`src/rtl/dcc_mailbox_pkg.sv`:
```
package dcc_mailbox_pkg;

    localparam int unsigned WORD_W = 32;
    localparam int unsigned VER_W  = 4;

    typedef enum logic [1:0] {
        SEL_NONE   = 2'd0,
        SEL_STATUS = 2'd1,
        SEL_DATA   = 2'd2
    } dbg_sel_e;

    typedef struct packed {
        logic     rd;
        logic     wr;
        dbg_sel_e sel;
    } dbg_access_t;

    // Status word: flags in the low bits, version in the top nibble.
    function automatic logic [WORD_W-1:0] pack_status(
        input logic [VER_W-1:0] ver,
        input logic             to_core_full,
        input logic             to_dbg_full
    );
        logic [WORD_W-1:0] s;
        s = '0;
        s[0] = to_core_full;
        s[1] = to_dbg_full;
        s[WORD_W-1 -: VER_W] = ver;
        return s;
    endfunction

endpackage

```
`src/rtl/dcc_slot.sv`:
```
module dcc_slot #(
    parameter int unsigned W = 32
) (
    input  logic         clk,
    input  logic         rst,
    input  logic         fill,
    input  logic [W-1:0] fill_word,
    input  logic         drain,
    output logic         full,
    output logic [W-1:0] word,
    output logic         ovf
);
    logic accept;

    // A drain in the same cycle frees the slot for the new word.
    assign accept = fill && (!full || drain);

    always_ff @(posedge clk) begin
        if (rst) begin
            full <= 1'b0;
            word <= '0;
            ovf  <= 1'b0;
        end else begin
            if (accept) begin
                word <= fill_word;
                full <= 1'b1;
            end else if (drain) begin
                full <= 1'b0;
            end
            if (fill && !accept) begin
                ovf <= 1'b1;
            end
        end
    end
endmodule

```
`src/rtl/dcc_dbg_port.sv`:
```
module dcc_dbg_port
    import dcc_mailbox_pkg::*;
#(
    parameter int unsigned       ADDR_W      = 5,
    parameter logic [ADDR_W-1:0] STATUS_ADDR = 4,
    parameter logic [ADDR_W-1:0] DATA_ADDR   = 5
) (
    input  logic              dbg_rd,
    input  logic              dbg_wr,
    input  logic [ADDR_W-1:0] dbg_addr,
    input  logic [WORD_W-1:0] status_word,
    input  logic [WORD_W-1:0] to_dbg_word,
    output logic [WORD_W-1:0] rdata,
    output logic              data_rd,
    output logic              data_wr
);
    dbg_access_t acc;

    always_comb begin
        acc.rd = dbg_rd;
        acc.wr = dbg_wr;
        if (dbg_addr == STATUS_ADDR)    acc.sel = SEL_STATUS;
        else if (dbg_addr == DATA_ADDR) acc.sel = SEL_DATA;
        else                            acc.sel = SEL_NONE;
    end

    always_comb begin
        unique case (acc.sel)
            SEL_STATUS: rdata = status_word;
            SEL_DATA:   rdata = to_dbg_word;
            default:    rdata = '0;
        endcase
    end

    // Only the data register has side effects; status is read-only.
    assign data_rd = acc.rd && (acc.sel == SEL_DATA);
    assign data_wr = acc.wr && (acc.sel == SEL_DATA);
endmodule

```
`src/rtl/dcc_mailbox.sv`:
```
module dcc_mailbox
    import dcc_mailbox_pkg::*;
#(
    parameter int unsigned      ADDR_W      = 5,
    parameter logic [ADDR_W-1:0] STATUS_ADDR = 4,
    parameter logic [ADDR_W-1:0] DATA_ADDR   = 5,
    parameter logic [VER_W-1:0] VERSION     = 4'd6
) (
    input  logic              clk,
    input  logic              rst,
    input  logic              dbg_rd,
    input  logic              dbg_wr,
    input  logic [ADDR_W-1:0] dbg_addr,
    input  logic [WORD_W-1:0] dbg_wdata,
    output logic [WORD_W-1:0] dbg_rdata,
    input  logic              core_tx_wr,
    input  logic [WORD_W-1:0] core_tx_data,
    output logic              core_tx_full,
    input  logic              core_rx_rd,
    output logic [WORD_W-1:0] core_rx_data,
    output logic              core_rx_full,
    output logic              tx_overflow,
    output logic              rx_overflow
);
    localparam int unsigned N_DIR   = 2;
    localparam int unsigned DIR_C2D = 0;
    localparam int unsigned DIR_D2C = 1;

    logic [N_DIR-1:0]  fill_v, drain_v, full_v, ovf_v;
    logic [WORD_W-1:0] in_w  [N_DIR];
    logic [WORD_W-1:0] out_w [N_DIR];
    logic              data_rd, data_wr;
    logic [WORD_W-1:0] status_word;

    assign status_word = pack_status(VERSION, full_v[DIR_D2C], full_v[DIR_C2D]);

    dcc_dbg_port #(
        .ADDR_W(ADDR_W), .STATUS_ADDR(STATUS_ADDR), .DATA_ADDR(DATA_ADDR)
    ) u_port (
        .dbg_rd     (dbg_rd),
        .dbg_wr     (dbg_wr),
        .dbg_addr   (dbg_addr),
        .status_word(status_word),
        .to_dbg_word(out_w[DIR_C2D]),
        .rdata      (dbg_rdata),
        .data_rd    (data_rd),
        .data_wr    (data_wr)
    );

    assign fill_v[DIR_C2D]  = core_tx_wr;
    assign in_w[DIR_C2D]    = core_tx_data;
    assign drain_v[DIR_C2D] = data_rd;
    assign fill_v[DIR_D2C]  = data_wr;
    assign in_w[DIR_D2C]    = dbg_wdata;
    assign drain_v[DIR_D2C] = core_rx_rd;

    for (genvar d = 0; d < N_DIR; d++) begin : g_dir
        dcc_slot #(.W(WORD_W)) u_slot (
            .clk      (clk),
            .rst      (rst),
            .fill     (fill_v[d]),
            .fill_word(in_w[d]),
            .drain    (drain_v[d]),
            .full     (full_v[d]),
            .word     (out_w[d]),
            .ovf      (ovf_v[d])
        );
    end

    assign core_tx_full = full_v[DIR_C2D];
    assign tx_overflow  = ovf_v[DIR_C2D];
    assign core_rx_full = full_v[DIR_D2C];
    assign core_rx_data = out_w[DIR_D2C];
    assign rx_overflow  = ovf_v[DIR_D2C];
endmodule

```
`config.mk`:
```
export PLATFORM = sky130hd
export DESIGN_NAME = dcc_mailbox
export DESIGN_NICKNAME = d
export VERILOG_FILES = /design/src/rtl/dcc_mailbox_pkg.sv /design/src/rtl/dcc_slot.sv /design/src/rtl/dcc_dbg_port.sv /design/src/rtl/dcc_mailbox.sv
export SDC_FILE = /design/constraint.sdc
export NUM_CORES = 1
export LEC_CHECK = 0
export ABC_AREA = 1
export BUFFER_PORTS_ARGS = -buffer_cell sky130_fd_sc_hd__clkbuf_2
export CELL_PAD_IN_SITES_DETAIL_PLACEMENT = 0
export CELL_PAD_IN_SITES_GLOBAL_PLACEMENT = 1
export CORE_AREA = 4 4 111 113
export CTS_BUF_LIST = sky130_fd_sc_hd__clkbuf_8
export CTS_CLUSTER_DIAMETER = 150
export CTS_CLUSTER_SIZE = 24
export DETAILED_ROUTE_END_ITERATION = 12
export DIE_AREA = 0 0 115 117
export HOLD_SLACK_MARGIN = 0.12
export MAX_ROUTING_LAYER = met4
export PLACE_DENSITY_LB_ADDON = 0.1
export SLEW_MARGIN = 10
export SYNTH_ARGS = -nofsm -noshare
export SYNTH_HDL_FRONTEND = slang
export SYNTH_HIERARCHICAL = 1
export SYNTH_SLANG_ARGS = --single-unit
```
`constraint.sdc`:
```
create_clock -name clk -period 1.7 [get_ports clk]
set_input_delay 0.085 -clock clk [delete_from_list [all_inputs] [get_ports clk]]
set_output_delay 0.085 -clock clk [all_outputs]
set_load 0.02 [all_outputs]
```
=== Yosys cells after proc, flatten, opt, wreduce, memory -nomap -nowiden ===
Index checks and enable logic that the tools add are counted.
Widths: inputs -> output; s select.

* Register bits after elaboration: 68
* Output and inout port bits: 68
* Word-level logic and storage cells: 31

* Reduce and logical (&&, ||, !) cells: 14
* Muxes and demuxes: 7
* Eq/ne operators: 4

{| class="wikitable"
|+ Operators by type and width
! operator !! count
|-
| $pmux 32 s2 || 1
|-
| $eq 5x3->1 const B || 2
|-
| $logic_and 1x1->1 || 6
|-
| $logic_not 1->1 || 4
|-
| $mux 1 || 4
|-
| $mux 2 || 2
|-
| $reduce_bool 2->1 || 2
|-
| $eq 2x1->1 const B || 1
|-
| $eq 2x2->1 const B || 1
|-
| $logic_or 1x1->1 || 2
|}

=== Longest topological paths before layout ===
Gate-level depths: netlist of the first run.

* Depth after elaboration: 9
* Depth in mapped cells: 12

=== Hierarchy ===
Netlist of the first run, hierarchy kept.

{| class="wikitable"
|+ Modules (own cells, without submodules)
! module !! area each (um^2) !! seq. area each (um^2) !! times used !! cells each
|-
| dcc_slot || 1625.3 || 680.7 || 2 || 219
|-
| dcc_dbg_port || 726.9 || 0.0 || 1 || 126
|-
| dcc_mailbox || 7.5 || 0.0 || 1 || 2
|}

=== Worst setup path after synthesis of the first run ===
Ideal clock, no wire load.

* Path type: input to register
* Start point: input dbg_addr[4]
* End point: register g_dir[0].u_slot.word[0]
* Arrival time: 1092 ps
* Cell stages on the path: 11
* Data required time: 1585 ps
* Setup time: 115 ps
* Path slack: 493 ps
* Path through: nor2_2 buf_6 nand3_1 nor2_1 inv_2 nand2_1 buf_6 buf_6 nand3_2 nand2_1 nor2_1

* Longest elaborated chain between the ends: 7

{| class="wikitable"
|+ Ends and longest elaborated chain
! item !! RTL line !! RTL
|-
| start, declared || dcc_mailbox.sv:13 || <nowiki>input logic [ADDR_W-1:0] dbg_addr,</nowiki>
|-
| $eq 5x3->1 || dcc_dbg_port.sv:23 || <nowiki>else if (dbg_addr == DATA_ADDR) acc.sel = SEL_DATA;</nowiki>
|-
| $mux 2 || dcc_dbg_port.sv:23 ||
|-
| $mux 2 * || dcc_dbg_port.sv:22 || <nowiki>if (dbg_addr == STATUS_ADDR) acc.sel = SEL_STATUS;</nowiki>
|-
| $eq 2x2->1 * || dcc_dbg_port.sv:36 || <nowiki>assign data_rd = acc.rd && (acc.sel == SEL_DATA);</nowiki>
|-
| $logic_and 1x1->1 * || dcc_dbg_port.sv:36 ||
|-
| via data_rd || dcc_mailbox.sv:32 || <nowiki>logic data_rd, data_wr;</nowiki>
|-
| $logic_or 1x1->1 * || dcc_slot.sv:16 || <nowiki>assign accept = fill && (!full || drain);</nowiki>
|-
| $logic_and 1x1->1 * || dcc_slot.sv:16 ||
|-
| end signal, assigned || dcc_slot.sv:25 || <nowiki>word <= fill_word;</nowiki>
|-
| end, declared || dcc_slot.sv:10 || <nowiki>output logic [W-1:0] word,</nowiki>
|}

Mark *: on every way through the listed nets, which the timed path passes. The rest lies on a longest branch.
A chain may end at the register's enable or synchronous reset.

=== Final worst setup path of the first run ===
* Start point: input dbg_addr[4]
* End point: output dbg_rdata[30]

* Longest elaborated chain between the ends: 5

{| class="wikitable"
|+ Ends and longest elaborated chain
! item !! RTL line !! RTL
|-
| $eq 5x3->1 || dcc_dbg_port.sv:23 ||
|-
| $mux 2 || dcc_dbg_port.sv:23 ||
|-
| $mux 2 * || dcc_dbg_port.sv:22 ||
|-
| $eq 2x2->1 / $eq 2x1->1 (equally long branches) || dcc_dbg_port.sv:28 || <nowiki>unique case (acc.sel)</nowiki>
|-
| $pmux 32 s2 * || dcc_dbg_port.sv:28 ||
|-
| end, declared || dcc_mailbox.sv:15 || <nowiki>output logic [WORD_W-1:0] dbg_rdata,</nowiki>
|}

Every way passes the cells marked *; elsewhere a longest branch is shown, timed or not.

==> results of run 1 <==
[per-layer routing]
layer	up-vias	share of wire	wire, um
li1	2221	-	-
met1	1884	0.47	5516
met2	103	0.46	5422
met3	10	0.054	627
met4	0	0.012	140
met5	-	0	0
[power by group through the flow]
stage	Clock (mW)	Combinational, mW	Sequential, mW
6_report	1.26	0.703	1.71
5_1_grt	1.38	0.791	1.72
4_1_cts	1.31	0.704	1.71
3_5_place_dp	0	0.584	1.74
3_3_place_gp	0	0.575	1.74
2_1_floorplan	0	0.408	1.75
[state kept, by name (all words and copies together), names as in the netlist]
signal and cells:
g_dir.u_slot/word 64, g_dir.u_slot/full 2, g_dir.u_slot/ovf 2
[layout make-up]
| type | instances | area (um^2) |
|---|---|---|
| Inverter | 76 | 285.3 |
| Clock inverter | 2 | 8.758 |
| Tap cell | 143 | 178.9 |
| Timing Repair Buffer | 223 | 1546 |
| Antenna cell | 1 | 2.502 |
| Sequential cell | 68 | 1361 |
| Fill cell | 1173 | 5719 |
| Clock buffer | 13 | 178.9 |
| Multi-Input combinational cell | 395 | 2039 |
[timing repair]
item | in CTS | in global routing
buffers inserted | 0 | 0
endpoints found under the hold margin | 68 | 0
hold buffers | 66 | 0
[layout by cell type (no fill, tap or decap)]
master,synthesis,layout
inv_2,4,4
clkinv_2,0,1
conb_1,2,30
nand4_1,64,64
dfxtp_1,68,68
buf_12,0,5
nand2_1,98,96
a21oi_1,68,68
clkbuf_8,0,13
nand2_2,0,2
nand3_1,27,27
dlygate4sd3_1,0,66
buf_4,11,10
diode_2,0,1
inv_1,72,73
nor2_4,1,3
clkbuf_2,0,142
nand3_2,40,40
nor2_1,66,65
[stage by stage]
stage          setup WS [ps]  total power [mW]  hold WS (ps)  utilization  std cells
6_report               227.3             3.671         251.5       0.4948        921
4_1_cts                259.5             3.722         238.3       0.4946        920
3_3_place_gp           245.6             2.318         353.8       0.4197        839
2_1_floorplan          492.8             2.156         154.1            -        594
3_5_place_dp           261.8             2.327         354.4       0.4197        839
5_1_grt                91.26             3.888         286.5       0.4948        921
[tightest hold or removal path: cells and delay by family]
kind                   cells  cell delay, ps
buffers and inverters      3             180
AO/OA/AOI/OAI              1              60
AND/OR/NAND/NOR            2             210
[final timing paths]
| kind | to | slack [ps] | cells past startpoint |
|---|---|---|---|
| worst max-delay path | dbg_rdata[30] | 230 | 6 |
| worst min-delay path | g_dir[0].u_slot/ovf | 250 | 6 |
| worst max register to register | g_dir[0].u_slot/word[6] | 530 | 4 |
| worst min register to register | g_dir[0].u_slot/ovf | 460 | 2 |
[cell families (layout without fill, tap and decap cells)]
| group | Yosys count | after routing |
|---|---|---|
| and+or+nand+nor | 297 | 297 |
| AOI/OAI and AO/OA | 68 | 68 |
| DFF | 68 | 68 |
| buffers and inverters | 131 | 314 |
| other | 2 | 31 |
==> metrics.csv, run 1 <==
metric,value,unit
skew,5.704,ps
gr-total-overflow,0,
max_slew_margin,0.5736,
crit_start,dbg_addr[4],
cp.required,1620,ps
fp.dieW,115,um
crit_path_max_incr_delay,540,ps
clock-sinks,68,
synthTopCellsByArea,"dfxtp_1 (34%), nand3_2 (10%), nand4_1 (10%)",
yosys_register_bits,68,
synth_top_family_by_area,simple AND/OR/NAND/NOR gates,
grt_max_degree,67,
antenna_found_initial,1,
yosysMostFrequentCell,nand2_1,
hp-start,dbg_rd,
final_cell_area,5602,um^2
final-setup-viol-count,0,
crit-reg2reg-launch,g_dir[0].u_slot/full,
fin_setup_tns,0,ps
num-nets-final,848,
wl_per_cell,12.71,um
synth_top_flop_cell,dfxtp_1,
route.detailed.drc,0,
initialDrtViolationCount,208,
crit_slowest_cell,buf_4,
synth.top_cell.area_share,0.3416,
synthArstFlopShare,0,
critPathCaptureType,output port,
min_period,1473,ps
ys_seq_area_frac,0.3416,
syn2layout_area_growth,40.57,%
synth_edf_count,0,
use_met2,0.2867,
synth_cell_type_count,15,
p_leak,2.908,nW
grt_pass1_vias,3947,
p_sw_frac,0.2756,
ir_worst_vdd,0.4414,mV
power.density,655.4,nW/um^2
status,finished clean,
vias,4218,
wirelength,11710,um
critical_path_class,in2out,
gp_congestion,0.7135,
syn_inst,566,
core.rowCount,39,
drive_above_1_share,0.2831,
dpl.hpwl,7496,um
grt_busiest_layer,met2,
path_max_fanout,64,
clock_latency,330,ps
hold_violations,0,
hold_path_class,in2reg,
yosysWarningCount,6,
final.period_utilization,0.8663,
crit_buf_inv,3,
worstSetupStartpointType,primary input,
synthMuxAreaShare,0,
p_sw,1.012,mW
core,11320,um^2
cts_htree_levels,3,
io-pin-count,143,
cp_cell_sequence,"clkbuf_2, nor2_4, buf_4, nand4_1, nand2_1, clkbuf_2",
yosys.area_share.simple,0.3937,
slew_violations,0,
seqPwrFrac,0.465,
max_freq,0.6790,GHz
grt_pass1_wl,19240,um
worst_pin_slew,639.6,ps
synth_top_area_cell,dfxtp_1,
syn_area,3985,um^2
ant_nets,0,
synthAdderAreaFrac,0,
synth_compound_area_frac,0.08540,
use_met1,0.2342,
placedInstanceArea,4751,um^2
combPwrFrac,0.191,
die_height,117,um
die_area,13460,um^2
clockBufferDepth,2,
io_buffer_count,142,
critPathTopFamily,buffers and inverters,
dr.pass1.iters,4,
start_util,0.3520,
clockRootBuffer,clkbuf_8,
power.share.clock,0.343,
cp_data_arrival_time,1390,ps
viasPerCell,4.580,
grt_use_met3,0.03136,
rsz0062_at_grt,no,
synth_commonest_cells,"nand2_1 (98), inv_1 (72), a21oi_1 (68), dfxtp_1 (68), nor2_1 (66)",
cts_resized,0,
maxCapViolCount,0,
avgSynthCellArea,7.041,um^2
tritoncts.num_buffers,9,
crit_top_cell,clkbuf_2,
p_int,2.659,mW
grt_use_total,0.1806,
cts_tree,built,
synthXorXnorAreaFrac,0,
clk_pin_slew_worst_paths,70,ps
(Power assumes the default switching activity.)
==> inputs of run 2 (changes only) <==
Settings changed: GPL_ROUTABILITY_DRIVEN set to 0, RECOVER_POWER set to 100.
==> run 2 against run 1 <==
Against the previous run: maximum frequency shrank 0.83%; largest cell class unchanged; setup slack lost 12 ps; critical endpoint unchanged; final area shrank 4.4%; register-to-register slack lost 280 ps; sequential share of layout area grew 1.1 points; utilization shrank 2.2 points; largest power group unchanged; via count shrank 0.24%; combinational power shrank 4.7%; clock-buffer cell count is the same.
==> metrics.csv, run 2 (synthesis gave the netlist of run 1 again) <==
metric,value,unit
io_buffer_count,142,
wirelength,11730,um
critPathCaptureType,output port,
crit-reg2reg-launch,g_dir[1].u_slot/full,
cp_data_arrival_time,1400,ps
grt_max_degree,67,
min_period,1485,ps
die_height,117,um
fp.dieW,115,um
path_max_fanout,64,
power.density,680.4,nW/um^2
finalPower,3.643,mW
worst_pin_slew,759.7,ps
pre_cts_slack,261.8,ps
slew_violations,0,
viasPerCell,4.569,
worstSetupStartpointType,primary input,
clock-sinks,68,
grt_use_total,0.1806,
clk_pin_slew_worst_paths,70,ps
tritoncts.num_buffers,9,
final_cell_area,5354,um^2
final_common_cell,nand2_1,
largest_reg_flops,64,
placedInstanceArea,4751,um^2
hold_violations,0,
syn2layout_area_growth,34.35,%
maxCapViolCount,0,
dpl.hpwl,7496,um
fin_ws,215.0,ps
antenna_found_initial,1,
max_freq,0.6734,GHz
grt_pass1_wl,19240,um
status,finished clean,
hold_slack,246.3,ps
initialDrtViolationCount,178,
io-pin-count,143,
ant_nets,0,
vias,4208,
route.detailed.drc,0,
critical_path_class,in2out,
num-nets-final,848,
place_inst,839,
clock_latency,330,ps
core.rowCount,39,
wl_per_cell,12.73,um
hold_path_class,in2reg,
clockBufferDepth,2,
rsz0062_at_grt,no,
hp-start,dbg_rd,
start_util,0.3520,
drive_above_1_share,0.1647,
grt_pass1_vias,3947,
skew,6.164,ps
p_leak,2.640,nW
core,11320,um^2
max_slew_margin,0.4935,
top_regs,"g_dir.u_slot/word (64), g_dir.u_slot/full (2), g_dir.u_slot/ovf (2)",
final_cells,921,
gr-total-overflow,0,
top_register,g_dir.u_slot/word,
crit_start,dbg_addr[4],
ir_worst_vdd,0.4446,mV
cts_tree,built,
final.period_utilization,0.8735,
fin_util,0.4729,
clockRootBuffer,clkbuf_8,
post_cts_buffers,0,
die_area,13460,um^2
final_cell_mix,"nand2_1 (97), clkbuf_2 (77), inv_1 (73)",
fin_setup_tns,0,ps
dr.pass1.iters,4,
cts_htree_levels,3,
final-setup-viol-count,0,
cp.required,1620,ps
## run 2: where the power goes
group / switching, mW / total (mW) / internal, mW
clock: 0.591 / 1.27 / 0.675
combinational: 0.372 / 0.670 / 0.298
sequential: 0.0408 / 1.71 / 1.67
## run 2: what timing repair did
| item | in CTS | in global routing |
|---|---|---|
| hold buffers | 66 | 0 |
| setup endpoints to repair | 0 | 0 |
| resized for setup | 0 | 0 |
| hold endpoints to repair | 68 | 0 |
## run 2: cell type report
type                            instances  area [um^2]
Fill cell                            1233         5967
Inverter                               76        285.3
Clock inverter                          2        8.758
Tap cell                              143        178.9
Clock buffer                           13        178.9
Antenna cell                            1        2.502
Sequential cell                        68         1361
Timing Repair Buffer                  223         1416
Multi-Input combinational cell        395         1922
## run 2: critical path: stages
cell	delay, ps
clkbuf_1	100
nor2_4	100
buf_4	540
nand4_1	270
nand2_1	120
clkbuf_2	170
## run 2: worst paths after layout
path / to / slack [ps] / cells past startpoint
max: dbg_rdata[30] / 220 / 6
min: g_dir[0].u_slot/ovf / 250 / 6
max reg2reg: g_dir[1].u_slot/word[2] / 250 / 5
min reg2reg: g_dir[0].u_slot/ovf / 460 / 2
## run 2: routing by layer
| layer | up-vias | wire [um] | part of all wire | GRT usage |
|---|---|---|---|---|
| li1 | 2226 | - | - | - |
| met1 | 1867 | 5502 | 0.47 | 0.2342 |
| met2 | 103 | 5441 | 0.46 | 0.2867 |
| met3 | 12 | 634 | 0.054 | 0.03136 |
| met4 | 0 | 150 | 0.013 | 0.05947 |
| met5 | - | 0 | 0 | - |
